===== config.mk =====
export PLATFORM = sky130hd
export DESIGN_NAME = ovl_keysel
export DESIGN_NICKNAME = d
export VERILOG_FILES = /design/src/rtl/ovl_pkg.sv /design/src/rtl/ovl_raster_cnt.sv /design/src/rtl/ovl_qualify.sv /design/src/rtl/ovl_skew_line.sv /design/src/rtl/ovl_keysel.sv
export SDC_FILE = /design/constraint.sdc
export NUM_CORES = 1
export LEC_CHECK = 0
export CAP_MARGIN = 20
export CELL_PAD_IN_SITES_DETAIL_PLACEMENT = 0
export CELL_PAD_IN_SITES_GLOBAL_PLACEMENT = 1
export CORE_ASPECT_RATIO = 0.8
export CORE_MARGIN = 5
export CORE_UTILIZATION = 37
export CTS_CLUSTER_DIAMETER = 200
export DETAILED_ROUTE_END_ITERATION = 12
export GPL_TIMING_DRIVEN = 0
export PLACE_DENSITY = 0.92
export SLEW_MARGIN = 20
export SYNTH_ARGS = -nofsm -noshare
export SYNTH_HDL_FRONTEND = slang
export SYNTH_HIERARCHICAL = 1
export SYNTH_SLANG_ARGS = --single-unit
export TNS_END_PERCENT = 1

===== constraint.sdc =====
create_clock -name clk -period 6.7 [get_ports clk]
set_input_delay 1.34 -clock clk [delete_from_list [all_inputs] [get_ports clk]]
set_output_delay 1.34 -clock clk [all_outputs]
set_load 0.02 [all_outputs]

===== src/rtl/ovl_pkg.sv =====
package ovl_pkg;
  // Area index built as {key_hit, win_hit}
  typedef enum logic [1:0] {
    AREA_NONE = 2'b00,
    AREA_WIN  = 2'b01,
    AREA_KEY  = 2'b10,
    AREA_BOTH = 2'b11
  } area_e;
endpackage


===== src/rtl/ovl_raster_cnt.sv =====
module ovl_raster_cnt #(
  parameter int XW = 11,
  parameter int YW = 10,
  parameter int DW = 8
) (
  input  logic          clk,
  input  logic          rst,
  input  logic [DW-1:0] pix_in,
  input  logic          hs_pin,
  input  logic          vs_pin,
  input  logic          hs_pol,
  input  logic          vs_pol,
  output logic [DW-1:0] pix_q,
  output logic          sync_q,
  output logic [XW-1:0] x_pos,
  output logic [YW-1:0] y_pos
);
  localparam logic [XW-1:0] XMAX = '1;

  logic hs_act, vs_act;
  logic hs_q, vs_q, hs_d;

  assign hs_act = (hs_pin == hs_pol);
  assign vs_act = (vs_pin == vs_pol);

  // Input stage; reset state looks like sync so nothing is selected
  always_ff @(posedge clk) begin
    if (rst) begin
      pix_q <= '0;
      hs_q  <= 1'b1;
      vs_q  <= 1'b1;
      hs_d  <= 1'b1;
    end else begin
      pix_q <= pix_in;
      hs_q  <= hs_act;
      vs_q  <= vs_act;
      hs_d  <= hs_q;
    end
  end

  // Column counter, aligned with the registered pixel
  always_ff @(posedge clk) begin
    if (rst || hs_q)
      x_pos <= '0;
    else if (x_pos != XMAX)
      x_pos <= x_pos + 1'b1;
  end

  // Row counter: parked at all-ones in vsync, steps at each hsync start
  always_ff @(posedge clk) begin
    if (rst || vs_q)
      y_pos <= '1;
    else if (hs_q && !hs_d)
      y_pos <= y_pos + 1'b1;
  end

  assign sync_q = hs_q | vs_q;
endmodule


===== src/rtl/ovl_qualify.sv =====
module ovl_qualify
  import ovl_pkg::*;
#(
  parameter int XW = 11,
  parameter int YW = 10,
  parameter int DW = 8
) (
  input  logic [DW-1:0] pix,
  input  logic          sync,
  input  logic [XW-1:0] x_pos,
  input  logic [YW-1:0] y_pos,
  input  logic          win_en,
  input  logic          key_en,
  input  logic [XW-1:0] x_lo,
  input  logic [XW-1:0] x_hi,
  input  logic [YW-1:0] y_lo,
  input  logic [YW-1:0] y_hi,
  input  logic [DW-1:0] key_ref,
  input  logic [DW-1:0] key_mask,
  input  logic [3:0]    area_sel,
  output logic          fb_sel
);
  logic  in_x, in_y, win_hit, key_hit;
  area_e area;

  always_comb begin
    in_x    = (x_pos >= x_lo) && (x_pos < x_hi);
    in_y    = (y_pos >= y_lo) && (y_pos < y_hi);
    win_hit = win_en && in_x && in_y;
    key_hit = key_en && (((pix ^ key_ref) & ~key_mask) == '0);
    area    = area_e'({key_hit, win_hit});
    fb_sel  = !sync && area_sel[area];
  end
endmodule


===== src/rtl/ovl_skew_line.sv =====
module ovl_skew_line #(
  parameter int EXTRA = 3,
  localparam int CW = (EXTRA > 0) ? $clog2(EXTRA + 1) : 1
) (
  input  logic          clk,
  input  logic          rst,
  input  logic          d_in,
  input  logic [CW-1:0] code,
  output logic          d_out
);
  logic [EXTRA:0] tap;

  assign tap[0] = d_in;

  for (genvar i = 1; i <= EXTRA; i++) begin : g_tap
    always_ff @(posedge clk) begin
      if (rst) tap[i] <= 1'b0;
      else     tap[i] <= tap[i-1];
    end
  end

  always_ff @(posedge clk) begin
    if (rst) d_out <= 1'b0;
    else     d_out <= tap[code];
  end
endmodule


===== src/rtl/ovl_keysel.sv =====
module ovl_keysel #(
  parameter int XW = 11,
  parameter int YW = 10,
  parameter int DW = 8,
  parameter int SKEW_EXTRA = 3,
  localparam int SCW = (SKEW_EXTRA > 0) ? $clog2(SKEW_EXTRA + 1) : 1
) (
  input  logic           clk,
  input  logic           rst,
  input  logic [DW-1:0]  gfx_data,
  input  logic           gfx_hsync,
  input  logic           gfx_vsync,
  input  logic           hs_act_high,
  input  logic           vs_act_high,
  input  logic           win_en,
  input  logic           key_en,
  input  logic [XW-1:0]  win_x_start,
  input  logic [XW-1:0]  win_x_end,
  input  logic [YW-1:0]  win_y_start,
  input  logic [YW-1:0]  win_y_end,
  input  logic [DW-1:0]  key_ref,
  input  logic [DW-1:0]  key_mask,
  input  logic [3:0]     area_sel,
  input  logic [SCW-1:0] skew_code,
  output logic           vid_sel
);
  logic [DW-1:0] pix_q;
  logic          sync_q;
  logic [XW-1:0] x_pos;
  logic [YW-1:0] y_pos;
  logic          fb_sel;

  ovl_raster_cnt #(.XW(XW), .YW(YW), .DW(DW)) u_cnt (
    .clk    (clk),
    .rst    (rst),
    .pix_in (gfx_data),
    .hs_pin (gfx_hsync),
    .vs_pin (gfx_vsync),
    .hs_pol (hs_act_high),
    .vs_pol (vs_act_high),
    .pix_q  (pix_q),
    .sync_q (sync_q),
    .x_pos  (x_pos),
    .y_pos  (y_pos)
  );

  ovl_qualify #(.XW(XW), .YW(YW), .DW(DW)) u_qual (
    .pix      (pix_q),
    .sync     (sync_q),
    .x_pos    (x_pos),
    .y_pos    (y_pos),
    .win_en   (win_en),
    .key_en   (key_en),
    .x_lo     (win_x_start),
    .x_hi     (win_x_end),
    .y_lo     (win_y_start),
    .y_hi     (win_y_end),
    .key_ref  (key_ref),
    .key_mask (key_mask),
    .area_sel (area_sel),
    .fb_sel   (fb_sel)
  );

  ovl_skew_line #(.EXTRA(SKEW_EXTRA)) u_skew (
    .clk   (clk),
    .rst   (rst),
    .d_in  (fb_sel),
    .code  (skew_code),
    .d_out (vid_sel)
  );
endmodule


* Word-level counts from Yosys, hierarchy flattened *
Cells that the tools add are included.

storage, ports and cells
  register bits = 36

cells by class
  muxes and demuxes = 4
  reductions and logical operators = 12
  add/subtract/negate cells = 2
  magnitude comparators = 6
  bitwise logic cells = 4
  eq/ne operators = 3

operator list
  operator                                                               count
  11-bit by 1-bit adder with 11-bit output (second input constant)       1
  11-bit greater-or-equal comparator                                     1
  11-bit < comparator                                                    1
  11-bit inequality test (second input constant)                         1
  10-bit by 1-bit adder with 10-bit output (second input constant)       1
  10-bit greater-or-equal comparator                                     1
  10-bit < comparator                                                    1
  8-bit bitwise AND                                                      1
  8-bit logical NOT                                                      1
  8-bit inverter                                                         1
  8-bit XOR                                                              1
  1-bit logical AND                                                      7
  2-bit by 3-bit < comparator with 1-bit output (second input constant)  2
  1-bit binary-select mux with 2-bit select                              2
  1-bit equality test                                                    2
  1-bit logical NOT                                                      2
  1-bit logical OR                                                       2
  1-bit two-way mux                                                      2
  1-bit OR                                                               1

* Depth between registers and ports, before layout *
  depth in word-level cells = 9
  gate-level depth with buffers = 10
  gate-level depth less buffers = 10

* Cells and area by module *
The synthesis kept the hierarchy.

modules (own cells, without submodules)
  module          sequential area each (um^2)  area an instance (um^2)  cells each  times used
  ovl_raster_cnt  640.6                        1327.5                   137         1
  ovl_qualify     0.0                          1144.8                   150         1
  ovl_skew_line   80.1                         135.1                    9           1

* Worst setup path after synthesis *
OpenSTA, ideal clock, no wires.

  path type = in2reg
  from = in win_x_end[10]
  to = reg u_skew.d_out
  stages = 10
  setup slack = 3403 ps
  arrival time = 3185 ps
  required time = 6588 ps
  cell sequence = inv_1 ha_1 a22o_1 nor4b_1 nand4_1 a31oi_1 and3_1 a221oi_2 mux4_2 nor2b_4

on the way
  cells in the longest elaborated chain, start to end = 9

RTL lines
  element                                    RTL line             source
  start, declared                            ovl_keysel.sv:18     input logic [XW-1:0] win_x_end,
  11-bit < comparator                        ovl_qualify.sv:27    in_x = (x_pos >= x_lo) && (x_pos < x_hi);
  1-bit logical AND                          ovl_qualify.sv:27
  1-bit logical AND (2 in series)            ovl_qualify.sv:29    win_hit = win_en && in_x && in_y;
  1-bit binary-select mux with 2-bit select  ovl_qualify.sv:32    fb_sel = !sync && area_sel[area];
  1-bit two-way mux (not written as such)    ovl_qualify.sv:32
  1-bit logical AND                          ovl_qualify.sv:32
  via fb_sel                                 ovl_keysel.sv:31     logic fb_sel;
  1-bit binary-select mux with 2-bit select  ovl_skew_line.sv:24  else d_out <= tap[code];
  1-bit two-way mux (not written as such)    ovl_skew_line.sv:24
  end signal, assigned                       ovl_skew_line.sv:24
  end, declared                              ovl_skew_line.sv:9   output logic d_out

The timed path passes the listed nets, and every way through them passes these cells. The select of a mux whose other input is x is not followed.
A chain may end at the register's enable or synchronous reset.

* Worst setup path after layout *
  from = in win_x_start[7]
  to = reg u_skew.d_out

on the way
  cells in the longest elaborated chain, start to end = 9

RTL lines
  element                                    RTL line             source
  start, declared                            ovl_keysel.sv:17     input logic [XW-1:0] win_x_start,
  11-bit greater-or-equal comparator         ovl_qualify.sv:27
  1-bit logical AND                          ovl_qualify.sv:27
  1-bit logical AND (2 in series)            ovl_qualify.sv:29
  1-bit binary-select mux with 2-bit select  ovl_qualify.sv:32
  1-bit two-way mux (not written as such)    ovl_qualify.sv:32
  1-bit logical AND                          ovl_qualify.sv:32
  via fb_sel                                 ovl_keysel.sv:31
  1-bit binary-select mux with 2-bit select  ovl_skew_line.sv:24
  1-bit two-way mux (not written as such)    ovl_skew_line.sv:24

The timed path passes the listed nets, and every way through them passes these cells. The select of a mux whose other input is x is not followed.

==> implementation parameters <==
Parameter                              Value

Detailed routing
  Remaining number of nets flagged by the antenna check after routing ... 0
  Via Count ... ~2,400
  Drt total wl ... 6310 um
  Drt drc ... 0
  Wire length per cell ... between 10 and 15 um
  Vias per std cell ... between 5 and 6
  Number of DRC markers after the initial detailed-route iteration ... 77
  Drt pass-1 iters ... 4

Timing
  Setup violation total in the final timing report ... 0
  Time the final worst path needs with I/O delays and setup ... 3720 ps
  Number of endpoints with negative hold slack in the final report ... 0
  Achievable frequency ... 269 MHz
  Headroom to the max-slew limit ... 0.600
  Worst-Margin Slew ... 597 ps
  Final critical-path share of the clock period ... 0.556
  Fin worst setup slack ... 2980 ps
  Largest clock skew in the final design ... 4.07 ps
  Summed negative setup slack over all endpoints ... 0 ps
  Hold slack ... 462 ps
  Setup repair after global routing missed its margin ... false
  Max-slew violation count ... 0

Synthesis
  Post-Synthesis Mean Instance Area ... 8.81 sq um
  Top cell type by total area after synthesis ... dfxtp_1
  Post-Syn Nets ... 418
  Distinct cell type count after synthesis ... 53
  Commonest register cell after synthesis ... dfxtp_1
  Seq cells post-synth ... 36
  Proportion of netlist area held by the largest area contributor ... 0.276
  FFs w/ async S/R, synth ... 0
  Sequential-to-total area share from yosys stat ... 0.276
  Summed instance area of the synthesized netlist ... 2610 sq um
  Mapped Cells ... 296
  Post-synth EDFFs ... 0
  Cells taking the most area after synthesis ... dfxtp_1 (28%), ha_1 (20%), inv_1 (6.2%)
  Number of warnings printed during yosys synthesis ... 6

Power
  Total power per unit cell area ... 136 nW/um^2
  Worst voltage drop across the vdd grid ... 0.0851 mV
  Net switching power figure ... 0.114 mW
  Sequential cell fraction of total power ... 0.457
  Clk network pwr share ... 0.335
  LEAKAGE ... 1.63 nW
  Combinational Power Share ... 0.208
  Switching fraction of total power ... 0.232
  Internal portion of total power ... ~0.38 mW

Clocking
  Clock transition time at the flip-flop clock pins of the worst setup and hold paths ... 70 ps
  Number of buffers inserted for hold repair after clock tree synthesis ... 0
  Level count of the clock H-tree ... 2
  Post-CTS repair timing setup buffer count ... 0
  Root Driver ... clkbuf_8
  Clock sink count ... 36
  Maximum count of clock buffers along a single path ... 2
  Clock latency reported for the late side of the worst-skew pair ... 280 ps
  CTS tree ... built
  Post-cts gate resize count ... 0
  Number of CTS-inserted buffers ... 5

Worst setup path
  CP Max Fanout ... 2
  Critical path type ... in -> reg
  Endpoint class of the critical path ... register
  Worst EP required ... roughly 6900 ps
  Startpoint type of the worst setup path ... input pin
  Arr. time, crit path ... 3890 ps

Global routing
  Largest net degree at the start of global routing ... 11
  Total global routing track utilization ... 0.142
  Number of global-route vias before repair ... ~2,300
  Global-route wire length before repair ... 10,400 um
  Aggregate global routing overflow ... 0
  Number of antenna violations at the first check in global routing ... 0

Final layout
  Final standard cell area without fillers ... between 3000 and 4000 sq um
  Post-route insts no fill ... 470
  Highest-count cells in the layout ignoring fill and taps ... clkdlybuf4s50_1 (80), inv_1 (43), ha_1 (42)
  Commonest non-fill, non-tap cell in the layout ... clkdlybuf4s50_1
  Layout Area Growth over Synthesis ... 38.6%
  Net count, final ... 505
  Layout cells sized above 1 ... 0.0444
  Count of inserted antenna diode cells ... 0

Floorplanning
  Overall die width ... approximately 100 um
  Placement Rows ... 27
  Core area ... slightly below 7000 sq um
  Initial core utilization ... 0.380
  Top-level I/O count ... 81
  Die Y ... 85.1 um
  Area of the die ... a little under 9000 sq um

Status
  Result of the run ... finished clean

Placement
  Placed Instance Area ... between 3000 and 4000 sq um
  HPWL Detailed ... 5260 um
  Placed instance count ... 463
  Routability Congestion ... 0.788
  Setup WS pre-CTS ... about 2700 ps
  Total of buffers placed on input and output ports ... 80

Worst hold path
  Hold WC Path Type ... reg -> reg

Flow run
  Max-Cap Viols ... 0
## cells by family (layout without fill, tap and decap cells)
family / count (synthesis) / after routing / synth area share
AOI/OAI and AO/OA: 68 / 68 / 0.171
xor gates and xnor gates: 11 / 11 / 0.0370
adders and majority gates: 42 / 42 / 0.202
buffers and inverters: 46 / 133 / 0.0686
DFF: 36 / 36 / 0.276
muxes: 6 / 6 / 0.0278
and+or+nand+nor: 87 / 87 / 0.217
## worst max-delay path, stage by stage
cell,delay [ps]
clkdlybuf4s50_1,450
inv_1,40
ha_1,280
and3_1,200
a221oi_1,260
o21ai_1,160
a221o_1,340
nand4b_1,140
a221oi_2,90
mux4_2,460
nor2b_4,130
## routing by layer
layer	vias up	part of all wire	GRT usage	wire length [um]
met5	-	0	0	0
met4	0	0.012	0.0471	77
met3	8	0.085	0.0540	534
met2	72	0.44	0.220	2760
met1	1064	0.46	0.181	2930
li1	1255	-	-	-
## power groups by stage
stage | clock (mW) | combinational [mW] | sequential (mW)
floorplan | 0 | 0.0458 | 0.228
global placement | 0 | 0.101 | 0.229
detailed placement | 0 | 0.103 | 0.230
CTS | 0.172 | 0.104 | 0.225
global route | 0.183 | 0.113 | 0.225
finish | 0.165 | 0.102 | 0.225
## cell type report
type | count | area (sq um)
Buffer | 2 | 11.3
Tap cell | 87 | 109
Multi-Input combinational cell | 214 | 1710
Timing Repair Buffer | 80 | 801
Inverter | 44 | 168
Clock buffer | 7 | 96.3
Sequential cell | 36 | 721
Fill cell | 652 | 3240
## state kept, by name, indices dropped and copies added, names as in the netlist
| name | count |
|---|---|
| u_cnt/hs_d | 1 |
| u_cnt/hs_q | 1 |
| u_cnt/pix_q | 8 |
| u_cnt/vs_q | 1 |
| u_cnt/x_pos | 11 |
| u_cnt/y_pos | 10 |
| u_skew/d_out | 1 |
| u_skew/tap | 3 |
## per-stage QoR
step	util	power, mW
floorplan	-	0.274
global placement	0.513	0.330
detailed placement	0.513	0.333
CTS	0.527	0.501
global route	0.527	0.522
finish	0.527	0.492
## synthesized netlist by cell type, types with 2 or more instances
| master | n |
|---|---|
| a211oi_1 | 5 |
| a21o_1 | 5 |
| a21oi_1 | 15 |
| a22o_1 | 2 |
| a31oi_1 | 9 |
| and2_1 | 3 |
| and3_1 | 8 |
| and4_1 | 5 |
| and4b_1 | 3 |
| dfxtp_1 | 36 |
| ha_1 | 42 |
| inv_1 | 43 |
| mux2i_1 | 5 |
| nand2_1 | 12 |
| nand2b_1 | 6 |
| nand3_1 | 11 |
| nand3b_1 | 2 |
| nand4_1 | 5 |
| nand4b_1 | 2 |
| nor2_1 | 4 |
| nor2b_1 | 12 |
| o2111ai_1 | 2 |
| o211ai_1 | 3 |
| o21ai_0 | 8 |
| o21ai_1 | 6 |
| o22ai_1 | 3 |
| or3_1 | 4 |
| xnor2_1 | 9 |
| xor2_1 | 2 |
## final timing paths
check / cells past startpoint / endpoint / slack (ps) / start
max: 11 / u_skew/d_out$_SDFF_PP0_ / 2980 / win_x_start[7]
min: 1 / u_skew/tap[2]$_SDFF_PP0_ / 460 / u_skew/tap[1]$_SDFF_PP0_
max reg2reg: 9 / u_skew/d_out$_SDFF_PP0_ / 4050 / u_cnt/x_pos[10]$_SDFFE_PP0P_
min reg2reg: 1 / u_skew/tap[2]$_SDFF_PP0_ / 460 / u_skew/tap[1]$_SDFF_PP0_
Note: power is estimated with default switching activity, not from simulation.
